`src/rtl/irq_stat_pkg.sv`:
```
package irq_stat_pkg;
  localparam int NUM_CH   = 3;
  localparam int WORD_W   = 32;
  localparam int ENA_BASE = 8;
  localparam int SUM_BIT  = 31;
  localparam int SRC_LSB  = 5;
  localparam int SRC_W    = 2;
  localparam int SRC_RST  = 3;

  // Enable bit for channel i: channel 0 (ADC) uses the highest enable bit.
  function automatic int ena_pos(input int ch);
    return ENA_BASE + (NUM_CH - 1 - ch);
  endfunction

  // Assemble the status word from the pending vector.
  function automatic logic [WORD_W-1:0] pack_status(input logic [NUM_CH-1:0] pend);
    logic [WORD_W-1:0] w;
    w = '0;
    w[NUM_CH-1:0] = pend;
    w[SRC_LSB +: SRC_W] = SRC_W'(SRC_RST);
    w[SUM_BIT] = |pend;
    return w;
  endfunction
endpackage

```
`src/rtl/irq_chan_pend.sv`:
```
module irq_chan_pend (
  input  logic clk,
  input  logic rst_n,
  input  logic evt,
  input  logic ena_cur,
  input  logic wr,
  input  logic ena_new,
  output logic pend,
  output logic set_hit,
  output logic drop_hit
);
  assign drop_hit = wr & ena_cur & ~ena_new;
  assign set_hit  = evt & ena_cur & ~drop_hit;

  always_ff @(posedge clk) begin
    if (!rst_n)        pend <= 1'b0;
    else if (drop_hit) pend <= 1'b0;
    else if (set_hit)  pend <= 1'b1;
  end


  set_takes_chk: assert property (@(posedge clk) disable iff (!rst_n)
    (evt && ena_cur && !(wr && !ena_new)) |=> pend);

  drop_clears_chk: assert property (@(posedge clk) disable iff (!rst_n)
    (wr && ena_cur && !ena_new) |=> !pend);

  hold_chk: assert property (@(posedge clk) disable iff (!rst_n)
    (!(evt && ena_cur) && !(wr && ena_cur && !ena_new)) |=> $stable(pend));
endmodule

```
`src/rtl/irq_stat_pack.sv`:
```
module irq_stat_pack
  import irq_stat_pkg::*;
(
  input  logic [NUM_CH-1:0] pend,
  output logic [WORD_W-1:0] stat_word,
  output logic              irq
);
  assign stat_word = pack_status(pend);
  assign irq       = |pend;
endmodule

```
`src/rtl/irq_stat_agg.sv`:
```
module irq_stat_agg
  import irq_stat_pkg::*;
(
  input  logic              clk,
  input  logic              rst_n,
  input  logic [NUM_CH-1:0] done_evt,
  input  logic [WORD_W-1:0] sc_cur,
  input  logic              sc_wr,
  input  logic [WORD_W-1:0] sc_wdata,
  output logic [WORD_W-1:0] stat_word,
  output logic              irq
);
  logic [NUM_CH-1:0] pend, set_hit, drop_hit, ena_cur, ena_new;
  logic sc_unused;

  assign sc_unused = ^{sc_cur, sc_wdata};

  for (genvar g = 0; g < NUM_CH; g++) begin : g_ch
    assign ena_cur[g] = sc_cur[ena_pos(g)];
    assign ena_new[g] = sc_wdata[ena_pos(g)];
    irq_chan_pend u_pend (
      .clk(clk), .rst_n(rst_n), .evt(done_evt[g]),
      .ena_cur(ena_cur[g]), .wr(sc_wr), .ena_new(ena_new[g]),
      .pend(pend[g]), .set_hit(set_hit[g]), .drop_hit(drop_hit[g])
    );
  end

  irq_stat_pack u_pack (.pend(pend), .stat_word(stat_word), .irq(irq));


  irq_match_chk: assert property (@(posedge clk) disable iff (!rst_n)
    irq == stat_word[SUM_BIT]);

  sum_or_chk: assert property (@(posedge clk) disable iff (!rst_n)
    stat_word[SUM_BIT] == (stat_word[NUM_CH-1:0] != '0));

  src_const_chk: assert property (@(posedge clk) disable iff (!rst_n)
    stat_word[SRC_LSB +: SRC_W] == SRC_W'(SRC_RST));

  drop_wins_chk: assert property (@(posedge clk) disable iff (!rst_n)
    (set_hit & drop_hit) == '0);
endmodule

```
`config.mk`:
```
export PLATFORM = sky130hd
export DESIGN_NAME = irq_stat_agg
export DESIGN_NICKNAME = d
export VERILOG_FILES = /design/src/rtl/irq_stat_pkg.sv /design/src/rtl/irq_chan_pend.sv /design/src/rtl/irq_stat_pack.sv /design/src/rtl/irq_stat_agg.sv
export SDC_FILE = /design/constraint.sdc
export NUM_CORES = 1
export LEC_CHECK = 0
export BUFFER_PORTS_ARGS = -buffer_cell sky130_fd_sc_hd__buf_4
export CAP_MARGIN = 20
export CORE_ASPECT_RATIO = 0.75
export CORE_MARGIN = 1
export CORE_UTILIZATION = 19
export DETAILED_ROUTE_END_ITERATION = 8
export PLACE_DENSITY = 0.77
export SYNTH_ARGS = -nofsm -noshare
export SYNTH_HDL_FRONTEND = slang
export SYNTH_SLANG_ARGS = --single-unit
```
`constraint.sdc`:
```
create_clock -name clk -period 1.1 [get_ports clk]
set_input_delay 0.055 -clock clk [delete_from_list [all_inputs] [get_ports clk]]
set_output_delay 0.055 -clock clk [all_outputs]
set_load 0.05 [all_outputs]
```
# Word-level counts from Yosys, hierarchy flattened
# Index checks and enable logic that the tools add are counted.
# W data, S select, Z words.
dict set report op_classes {
  n_eq_ne 0
  add_sub_neg 0
  n_shift 0
  reduce_logical 4
  n_mux 0
  bitwise_logic 19
  order_cmp 0
  div 0
  mul 0
}
# operator n
set op_table {}
lappend op_table {{$and A1 B1 Y1} 12}
lappend op_table {{$not A1 Y1} 7}
lappend op_table {{$reduce_or A2 Y1} 3}
lappend op_table {{$reduce_or A3 Y1} 1}
dict set report totals {
  n_memories 0
  ram_bits 0
  latch_bits 0
  regBits 3
  rom_bits 0
  input_bits 70
  output_inout_bits 33
  elab_cells 26
}

# Depth between registers and ports, before layout
# Gate-level depths: netlist of the first run.
dict set report depth {
  word_depth 4
  ltp_mapped 2
  depth_no_buf 2
}

# Cells and area by module
# From an unflattened synthesis of the first run, not the netlist that was laid out.
dict set report hier_totals {
  cells_unflattened 56
  area_unflattened_um2 430.4
}
# module area_per_inst_um2 cells_each n_inst seq_area_each_um2
set by_module_without_submodules {}
lappend by_module_without_submodules {irq_stat_pack 254.0 35 1 0.0}
lappend by_module_without_submodules {irq_chan_pend 58.8 7 3 20.0}

# Least setup slack after synthesis of the first run
# OpenSTA, ideal clock, no wires.
dict set report synth_path {
  path_type {register to output}
  start {reg g_ch[0].u_pend.pend}
  end {out stat_word[31]}
  t_arrival_ps 1182
  required_ps 1045
  slack_ps -137
  path_buffers 1
  path_stages_with_launch 3
  path_cell_list {dfxtp_1 > or3_1 > buf_4}
}
dict set report synth_via {
  elab_chain_len 1
}
# element line_no
set synth_rtl {}
lappend synth_rtl {{start, declared} irq_chan_pend.sv:8} ;# output logic pend,
lappend synth_rtl {{start signal, assigned} irq_chan_pend.sv:16} ;# if (!rst_n) pend <= 1'b0;
lappend synth_rtl {{start signal, assigned} irq_chan_pend.sv:17} ;# else if (drop_hit) pend <= 1'b0;
lappend synth_rtl {{start signal, assigned} irq_chan_pend.sv:18} ;# else if (set_hit) pend <= 1'b1;
lappend synth_rtl {{$reduce_or A3 Y1} n/a}
lappend synth_rtl {{end, declared} irq_stat_agg.sv:10} ;# output logic [WORD_W-1:0] stat_word,
# Every way passes these cells.

# Final worst setup path of the first run
dict set report layout_path {
  start {reg g_ch[1].u_pend.pend}
  end {out irq}
}
dict set report layout_via {
  elab_chain_len 1
}
# element line_no
set layout_rtl {}
lappend layout_rtl {{start, declared} irq_chan_pend.sv:8}
lappend layout_rtl {{start signal, assigned} irq_chan_pend.sv:16}
lappend layout_rtl {{start signal, assigned} irq_chan_pend.sv:17}
lappend layout_rtl {{start signal, assigned} irq_chan_pend.sv:18}
lappend layout_rtl {{$reduce_or A3 Y1} irq_stat_pack.sv:9} ;# assign irq = |pend;
lappend layout_rtl {{end, declared} irq_stat_agg.sv:11} ;# output logic irq
# Every way passes these cells.

==> results of run 1 <==
==> how the worst min path moves through the flow <==
| stage | from | to | slack, ps | cells past startpoint |
|---|---|---|---|---|
| 3_5_place_dp | sc_cur[9] | g_ch[1].u_pend.pend$_SDFFE_PP0P_ | 270 | 2 |
| 5_1_grt | sc_cur[8] | g_ch[2].u_pend.pend$_SDFFE_PP0P_ | 30 | 2 |
| 2_1_floorplan | sc_wr | g_ch[0].u_pend.pend$_SDFFE_PP0P_ | 160 | 1 |
| 4_1_cts | sc_cur[9] | g_ch[1].u_pend.pend$_SDFFE_PP0P_ | 10 | 2 |
| 3_3_place_gp | sc_cur[9] | g_ch[1].u_pend.pend$_SDFFE_PP0P_ | 260 | 2 |
| 6_report | sc_cur[9] | g_ch[1].u_pend.pend$_SDFFE_PP0P_ | 20 | 2 |
==> worst max-delay path: stages, from the launching register on <==
cell and delay (ps):
sky130_fd_sc_hd__dfxtp_2 310, sky130_fd_sc_hd__or3_4 400, sky130_fd_sc_hd__buf_8 160
==> final cells by class <==
class                      instances  area (sq um)
clock buffer                       4          26.3
sequential                         3          62.6
multi-input combinational         35           158
fill                             208          1360
tap                               22          27.5
inverter                           4          15.0
timing repair buffer              17           143
==> logic make-up (layout without fill, tap and decap cells) <==
group	after synthesis	after routing
other	2	28
buffers and inverters	36	25
flip-flops	3	3
AND/OR/NAND/NOR	1	1
AO/OA/AOI/OAI	6	6
==> report_power, final <==
part           leakage [nW]  internal, W  switching, W
Combinational         0.211    0.0000756      0.000297
Clock                0.0150     0.000136     0.0000528
Sequential           0.0255     0.000118    0.00000565
==> layout by cell type (no fill, tap or decap), drive strengths merged <==
cell type	instances
conb	28
buf	17
inv	4
clkbuf	4
a21oi	3
a311oi	3
dfxtp	3
or3	1
==> layer usage <==
layer	wire, um	part of all wire (%)	vias to the layer above
met5	0	0	-
met3	56	10	0
li1	-	-	121
met2	325	58	21
met1	179	32	119
met4	0	0	0
==> timing repair <==
| action | in CTS | in global routing |
|---|---|---|
| gates cloned | 0 | 0 |
| setup buffers | 1 | 0 |
| pin swaps | 1 | 0 |
| resized for setup | 6 | 0 |
| endpoints found under the setup margin | 2 | 2 |
==> stage by stage <==
stage | hold WS, ps | instance area (sq um) | total power, W | std cells
3_3_place_gp | 260 | 380 | 0.000472 | 80
5_1_grt | 25.7 | 432 | 0.000722 | 85
2_1_floorplan | 163 | 473 | 0.000508 | 74
4_1_cts | 14.4 | 432 | 0.000692 | 85
6_report | 18.6 | 432 | 0.000684 | 85
3_5_place_dp | 265 | 380 | 0.000474 | 80
==> results summary, run 1 <==
The post-synthesis cell count is 48. The number of flops mapped to enable cells by yosys is 0. The routed design has 561 um of wire. The count of nets left with antenna violations after detail routing is 0. The slack of the worst reg-to-reg path came out at 340 ps. For this design the top-level I/O count stands at 103. The die is 53.0 um wide. Of the available clock period, the critical path in the final layout requires 105%. The worst setup path is launched from a flip-flop.

The remaining global-route overflow is 0. In this run the tool buffered the top-level ports with 16 buffer cells. The clock tree from TritonCTS is done.

After synthesis, the share of cell area in mux cells is 0%. The die area is 0.00213 sq mm. The register with the most flip-flops in the layout has 3 of them. The initial utilization of the core area, before any placement, comes to 20.7%. Setup total negative slack on the finished layout was measured at -118 ps. The arrival time of the worst setup path came out at 1100 ps. The worst register-to-register path begins at g_ch[1].u_pend.pend$_SDFFE_PP0P_. The worst path in the final design needs a cycle of 1160 ps, including I/O delays and setup. The area share of xor/xnor cells in the synthesized design is 0%. Summed over all instances, the cell type with the most area after synthesis is sky130_fd_sc_hd__buf_4. The core area is 0.00179 sq mm. The highest net fanout along the worst path is 2.

By startpoint and endpoint, the worst setup path is classified as reg -> out. The run finished, with violations left. The start point of the critical path is g_ch[1].u_pend.pend$_SDFFE_PP0P_.

The met1 global-route usage came out at 3.49%. The number of placement rows came out at 13. The final setup skew came out at 0 ps. The maximum buffer depth of the clock tree came out at 2.

The maximum clock rate came out at 0.863 GHz. Setup repair after global routing could not meet its margin everywhere. The pin count of the biggest net entering global routing came out at 4.

The total inserted antenna cells is 0. The worst setup path is captured at an output port. The number of clock buffers inserted by TritonCTS came out at 3. Ranked by total cell area, the synthesized netlist is headed by sky130_fd_sc_hd__buf_4 (65%), sky130_fd_sc_hd__dfxtp_1 (16%), sky130_fd_sc_hd__a311oi_1 (7.1%). The largest registers in the layout are g_ch.u_pend.pend (3). The tool flagged a number of max-cap violations equal to 0. The checks that failed: setup timing. The total number of H-tree levels came out at 1. The power density of the placed cells came out at 1590 mW/mm^2. The area share of the largest cell type after synthesis is 64.9%. The min-delay analysis places its worst path in the category in -> reg. The worst register-to-register path ends at g_ch[1].u_pend.pend$_SDFFE_PP0P_. The hold violation total from the final report came out at 0. The compound-cell area share of the yosys netlist is 11.1%. The global routing stage identified its most utilized layer as met2. Ranked by flip-flop count, first place goes to g_ch.u_pend.pend. The share of post-route cells with drive strength above 1 came out at 36.5%.

The synthesized area per cell is 7.72 sq um. The average via count per standard cell came out at 3.07. The first global-routing pass estimated 683 um of wire. The synthesis-to-finish area growth is 16.6%. Setup violations remaining at the end of the flow were counted as 2. By area, the combinational part of the netlist is dominated by buffers and inverters.

The number of synthesized register bits came out at 3. The most numerous cell in the Yosys netlist is sky130_fd_sc_hd__buf_4. The first-iteration detailed-routing DRC count is 3. Measured along the y axis, the die boundary spans 40.2 um.

The commonest cells after synthesis are sky130_fd_sc_hd__buf_4 (32), sky130_fd_sc_hd__inv_1 (4), sky130_fd_sc_hd__a21oi_1 (3), sky130_fd_sc_hd__a311oi_1 (3), sky130_fd_sc_hd__dfxtp_1 (3). The post-layout worst setup margin came out at -59.1 ps. The number of unique standard cell types used by synthesis is 7. The clock-pin slew on the worst setup and hold paths is 40 ps. The overall track demand over capacity in global routing is 4.65%. At the worst endpoint, the required time is 1040 ps. The share of synthesized cell area in and, or, nand and nor gates is 1.69%. The share of the Yosys chip area taken by registers is 16.2%. The final cell utilization of the core is 24.1%. The leading register cell type out of synthesis is sky130_fd_sc_hd__dfxtp_1. The count of synthesis-stage warnings from yosys came out at 0. The initial antenna violation count came out at 0. CTS saw 3 sinks. In this run the cell area of the synthesized design comes to 370 sq um. The total count of max-transition violations in the final report is 0.

The proportion of register bits with asynchronous set or reset after synthesis is 0%. The global-route track usage on met2 came out at 10.1%. The maximum vdd drop came out at 467 uV.

The leakage power total is 0.251 nW. The total vias in the final route came out at 261. Of the total synthesized cell area, the portion taken by full adders, half adders and majority gates is 0%. Counting cells, the worst reg-to-reg path comes to 3. The worst setup slack after placement is 147 ps. For the worst-skew pair, the clock arrives at the later sink with an insertion delay of 230 ps. For this run, the detailed router's first-pass iteration total came to 2. The number of global-route vias before repair came out at 189. The critical path ends at irq. Clock tree synthesis selected as its root buffer the cell sky130_fd_sc_hd__clkbuf_4. The hold-fix buffer count after cts is 0. The net count of the finished layout came out at 134. The HPWL after detailed placement is 468 um. The global placement routability congestion came out at 0.457. The DRC violations left came out at 0. For met3 alone, demand over resource in global routing was 1.14%. The routed wire length per instance came out at 6.60 um.
No activity file was read; power rests on OpenSTA's default activity.
==> run 2: changes to the inputs <==
Settings changed: BUFFER_PORTS_ARGS -buffer_cell sky130_fd_sc_hd__buf_4 to unset, CORE_AREA set to 2 2 39 41, CORE_ASPECT_RATIO 0.75 to unset, CORE_MARGIN 1 to unset, CORE_UTILIZATION 19 to unset, DIE_AREA set to 0 0 41 43, DONT_BUFFER_PORTS set to 1, PLACE_DENSITY 0.77 to unset, SETUP_SLACK_MARGIN set to 0.1.
==> run 2 against run 1 <==
Compared with the run above: the run still ends with setup timing left; clock power increased by 3%; sequential power about the same; global-route usage increased by 2.8 points; critical path depth shrank 1; cell count fell by 13%; clock skew stayed put; largest power group unchanged.
==> results summary, run 2 (same netlist as run 1, synthesis figures left out) <==
At the worst endpoint, the required time is 1040 ps. The number of placement rows came out at 14. In this run the clock root is driven by a sky130_fd_sc_hd__clkbuf_4. The wire length of the first global-routing pass came out at 759 um.

The clock latency at the later pin of the worst-skew pair is 230 ps. The first-iteration detailed-routing DRC count is 2. The biggest cell delay along the critical path came out at 540 ps.

The initial cell density of the core is 26.8%. The final critical-path share of the clock period is 104%. The final-report setup violation count came out at 2.

The die extent in x is 41 um. CTS built an H-tree with a depth of 1. For this run, the post-layout net count is 129.

The maximum clock rate came out at 0.874 GHz. The sink count of the clock tree came out at 3. The worst hold path belongs to the class in -> reg.

In this run the power density over the cells is 1670 mW/mm^2. The design draws 0.000656 W. The routed wire length per instance came out at 9.57 um. Dividing the detail-routed via count by the number of cells gives 3.50. The half-perimeter wire length after placement is 468 um. The critical path endpoint category is an output port. The signal on the critical path passes through or3_4. The count of nets left with antenna violations after detail routing is 0.

The die is 43 um tall. The final reports fail on setup timing. The largest individual stage delay along the critical path comes from the cell sky130_fd_sc_hd__or3_4.

The total inserted antenna cells is 0. The initial antenna violation count was 0. The pin count of the biggest net entering global routing is 4. The flip-flop count of the largest register, all copies and words added came out at 3. The area occupied by multi-input gates came out at 158 sq um.

The critical path is of the reg -> out type. The core area came out at 0.00138 sq mm. The leakage power total is 0.217 nW.

The die area came out at 0.00176 sq mm. The global placement routability congestion is 0.495. The most flop-heavy register is g_ch.u_pend.pend. The kind of launch point of the worst setup path is a flip-flop. Setup slack on the critical path of the routed design comes to -44.8 ps. Setup repair after global routing could not meet its margin everywhere. The I/O pin total is 103. The fill cell total of the finished layout came out at 151. Counting the buffers created by CTS gives 3.

Counting I/O delays and the setup requirement, the final critical path takes 1140 ps. The first TritonRoute pass finished after 4 iterations. The overall track demand over capacity in global routing came out at 7.49%. In this design, the largest share of critical-path delay is due to simple AND/OR/NAND/NOR gates. The count of port buffers added during placement is 0. The total count of max-transition violations in the final report came out at 0.

In the layout the commonest cells are sky130_fd_sc_hd__conb_1 (28), sky130_fd_sc_hd__dlygate4sd3_1 (8), sky130_fd_sc_hd__inv_1 (4), sky130_fd_sc_hd__buf_4 (4). The total vias in the final route came out at 259. The run finished, with violations left.

The synthesis-to-finish area growth came out at 5.74%. The clock-pin slew on the worst setup and hold paths is 40 ps. The hold violation total from the final report is 0. Wires add up to 708 um. The maximum vdd drop is 278 uV. The clock tree from TritonCTS is done. The remaining global-route overflow is 0. The number of global-route vias before repair came out at 234. The number of buffers and inverters on the critical path is 0. In the final layout, the registers with the most flip-flops are g_ch.u_pend.pend (3). The library cell used most frequently in the layout, excluding fill and tap cells, is sky130_fd_sc_hd__conb_1. In this run the worst path has a maximum fanout of 3.

The final setup skew is 0 ps. The summed negative setup slack over all endpoints came out at -89.3 ps. The tool flagged a number of max-cap violations equal to 0. The arrival time of the worst setup path came out at 1090 ps. The share of post-route cells with drive strength above 1 is 17.2%.

The maximum buffer depth of the clock tree came out at 2. In the routed design, unresolved DRC markers number 0. The sequential standard cell area came out at 62.6 sq um.
-- run 2: changes by cell type in the layout (fill, tap and decap cells not counted) --
cell,before,now
sky130_fd_sc_hd__dlygate4sd3_1,0,8
sky130_fd_sc_hd__buf_8,2,0
sky130_fd_sc_hd__buf_4,15,4
-- run 2: worst paths after layout --
| check | from | end | slack [ps] | depth (start not counted) |
|---|---|---|---|---|
| max | g_ch[2].u_pend.pend$_SDFFE_PP0P_ | stat_word[31] | -40 | 1 |
| min reg2reg | g_ch[2].u_pend.pend$_SDFFE_PP0P_ | g_ch[2].u_pend.pend$_SDFFE_PP0P_ | 530 | 2 |
| min | done_evt[2] | g_ch[2].u_pend.pend$_SDFFE_PP0P_ | 30 | 2 |
| max reg2reg | g_ch[1].u_pend.pend$_SDFFE_PP0P_ | g_ch[1].u_pend.pend$_SDFFE_PP0P_ | 300 | 2 |
-- run 2: timing repair --
item                       in CTS  in global routing
setup endpoints to repair       2                  2
pin swaps                       1                  1
hold endpoints to repair        3                  0
buffers inserted                1                  0
hold buffers                    8                  0
gates resized for setup         1                  1
-- run 2: final cells by class --
| type | instances | share of cell area (%) |
|---|---|---|
| clock buffer | 4 | 6.71 |
| inverter | 4 | 3.83 |
| multi-input combinational | 35 | 40.3 |
| sequential | 3 | 16.0 |
| tap | 16 | 5.11 |
| timing repair buffer | 12 | 28.1 |
-- run 2: power breakdown --
part	internal, W	total, W	switching, W
Sequential	0.000118	0.000123	0.00000540
Clock	0.000136	0.000195	0.0000589
Combinational	0.0000449	0.000337	0.000293
Total	0.000299	0.000656	0.000357
-- run 2: through the flow --
step	worst slack, ps	hold slack (ps)	instance area [sq um]	utilization [%]	instances
6_report	-44.8	29.3	392	28.3	74
5_1_grt	-74.7	40.7	392	28.3	74
4_1_cts	-52.5	28.6	390	28.2	74
3_5_place_dp	173	170	275	19.9	61
3_3_place_gp	193	168	275	19.9	61
2_1_floorplan	78.1	163	477	-	74
-- run 2: metal layers --
layer | GRT usage [%] | wire (um)
met2 | 14.4 | 374
met3 | 3.66 | 151
met4 | 10.0 | 8
met5 | 0 | 0
met1 | 2.22 | 174
==> run 3: changes to the inputs <==
Settings changed: SYNTH_HIERARCHICAL set to 1.
==> run 3 against run 2 <==
Compared with the run above: the run still ends with setup timing left; clock power is essentially flat; synthesized cell count shrank 2.1%; routed wire length is 21% lower; clock skew unchanged; sequential share of layout area up 1.8 points; sequential cell count is the same; clock-buffer cell count did not move; critical path type unchanged; largest cell class unchanged.
==> results summary, run 3 <==
The run finished, with violations left. The checks that failed: setup timing. In this run the number of cells on the critical path is 1.

Grouping stages by cell kind, the critical path spends the most delay in simple AND/OR/NAND/NOR gates. After layout, the minimum clock period comes to 1130 ps. The leakage power total came out at 0.201 nW. The startpoint identified for the worst hold timing path is sc_cur[10]. The required time at the worst-slack endpoint is 1040 ps. The hold violation total from the final report was 0. The summed negative setup slack over all endpoints came out at -55.5 ps. After floorplanning, the core was divided into 14 placement rows. The clock latency at the later pin of the worst-skew pair is 230 ps. In this run the power density over the cells is 1810 mW/mm^2. The slowest library cell on the worst path is sky130_fd_sc_hd__or3_4. The cell count of the worst reg-to-reg path is 3. The synthesized area per cell is 8.36 sq um. The slack of the worst reg-to-reg path is 340 ps.

The count of port buffers added during placement came out at 0. The final cell count without fillers came out at 67. The initial antenna violation count was 0.

The startpoint identified for the worst register-to-register timing path is g_ch[2].u_pend/pend$_SDFFE_PP0P_. The core area is 0.00138 sq mm. The global placement routability congestion is 0.563. The pin count of the biggest net entering global routing is 4. The die area is 0.00176 sq mm. The final-report setup violation count came out at 2. The detailed-router iteration count before antenna repair came out at 1. The worst hold path passes through 2 cells.

The final critical-path share of the clock period came out at 103%. The maximum clock rate came out at 0.887 GHz. The die span in y is 43 um. The final setup skew came out at 0 ps. Once layout is done, the placed cells without fillers occupy 352 sq um. The kind of launch point of the worst setup path is a flip-flop. The die extent in x is 41 um. The sink count of the clock tree is 3. The total count of max-transition violations in the final report is 0. The maximum buffer depth of the clock tree is 2. Setup slack on the critical path of the routed design comes to -27.7 ps. The critical path goes through or3_4. The end of the worst hold path is g_ch[0].u_pend/pend$_SDFFE_PP0P_. For this run, the post-layout net count is 122. The maximum vdd drop came out at 359 uV. The most common cell after layout, fill and taps aside is sky130_fd_sc_hd__conb_1. The average via count per standard cell came out at 3.27. The number of global-route vias before repair is 189.

The worst hold path belongs to the class in -> reg. The I/O pin total came out at 103. In the layout the commonest cells are sky130_fd_sc_hd__conb_1 (28), sky130_fd_sc_hd__buf_4 (5). The first global-routing pass estimated 821 um of wire.

Before CTS, the worst setup slack after placement is 182 ps. Setup repair after global routing could not meet its margin everywhere. Summed over all layers, the routed wires come to 562 um. The count of synthesis-stage warnings from yosys came out at 6. The class of the most critical setup path is reg -> out. The first-iteration detailed-routing DRC count came out at 0.

The flip-flop count of the largest register, all copies and words added is 3. The initial cell density of the core is 28.4%. The placed instances occupy a cell area of 298 sq um. The synthesis-to-finish area growth came out at -10.5%.

The total of max-cap violations is 0. STA classifies the critical path endpoint as an output port. The total inserted antenna cells is 0. The total vias in the final route came out at 219. The routed wire length per instance is 8.39 um.

The clock tree from TritonCTS is done. In this run the remaining antenna-violating nets after routing total 0. Once placement completed, the tool counted placed cells totaling 60. The critical register-to-register path endpoint is g_ch[2].u_pend/pend$_SDFFE_PP0P_. The highest net fanout along the worst path is 2. In this run the number of H-tree levels came out at 1.

The buffering stage count on the worst path with inverters included is 0. Data arrives at the worst endpoint at 1070 ps. The biggest cell delay along the critical path is 530 ps. The most flop-heavy register is g_ch.u_pend/pend.

The remaining global-route overflow is 0. The combined area of all synthesized cells is 393 sq um. The post-layout total power came out at 0.000637 W. The number of clock buffers inserted by TritonCTS came out at 3. The DRC violations left came out at 0. The HPWL after detailed placement is 474 um. The clock-pin slew on the worst setup and hold paths is 40 ps. Counting the fill cells in the layout gives 162. The post-synthesis cell count is 47. The overall track demand over capacity in global routing is 7.21%. The tree is rooted in a sky130_fd_sc_hd__clkbuf_4. The share of post-route cells with drive strength above 1 is 27.5%. The largest registers in the layout are g_ch.u_pend/pend (3).
run 3: cell types whose count changed in the layout (fill, tap and decap cells not counted):
cell,change
sky130_fd_sc_hd__and3b_1,+3
sky130_fd_sc_hd__inv_1,-4
sky130_fd_sc_hd__a311oi_1,-3
sky130_fd_sc_hd__buf_4,+1
sky130_fd_sc_hd__nor3b_2,+3
sky130_fd_sc_hd__dlygate4sd3_1,-7
run 3: final cells by class:
cell class | instances | area [sq um] | share of cell area (%)
Multi-Input combinational cell | 38 | 195 | 55.5
Sequential cell | 3 | 62.6 | 17.8
Timing Repair Buffer | 6 | 47.5 | 13.5
Clock buffer | 4 | 26.3 | 7.47
Tap cell | 16 | 20.0 | 5.69
run 3: routing by layer:
metal  vias to the layer above  wire, um  GRT usage, %
li1                         97         -             -
met5                         -         0             0
met2                        30       259          9.69
met4                         0         0          6.00
met1                        92       162          7.35
met3                         0       140          4.71
run 3: worst max path at each step:
stage / slack, ps / end / startpoint
2_1_floorplan: 80 / stat_word[31] / g_ch[2].u_pend/pend$_SDFFE_PP0P_
3_3_place_gp: 190 / irq / g_ch[2].u_pend/pend$_SDFFE_PP0P_
3_5_place_dp: 180 / stat_word[31] / g_ch[2].u_pend/pend$_SDFFE_PP0P_
4_1_cts: -40 / stat_word[31] / g_ch[0].u_pend/pend$_SDFFE_PP0P_
5_1_grt: -60 / stat_word[31] / g_ch[0].u_pend/pend$_SDFFE_PP0P_
6_report: -30 / stat_word[31] / g_ch[0].u_pend/pend$_SDFFE_PP0P_
run 3: power by group:
group          leakage (nW)  switching [W]  internal (W)
clock network        0.0150      0.0000564      0.000136
logic                 0.161       0.000287     0.0000362
registers            0.0255     0.00000437      0.000118
run 3: metrics by stage:
stage                     hold slack [ps]  util, %
after floorplan                       212        -
after global placement                216     21.5
after detailed placement              227     21.5
after CTS                            43.8     25.4
after global routing                 52.9     25.4
final                                52.4     25.4
run 3: what timing repair did:
action | CTS | global route
hold buffers | 1 | 0
gates resized for setup | 2 | 0
setup buffers | 2 | 0
hold endpoints to repair | 3 | 0
endpoints found under the setup margin | 2 | 2
pin swaps | 1 | 0
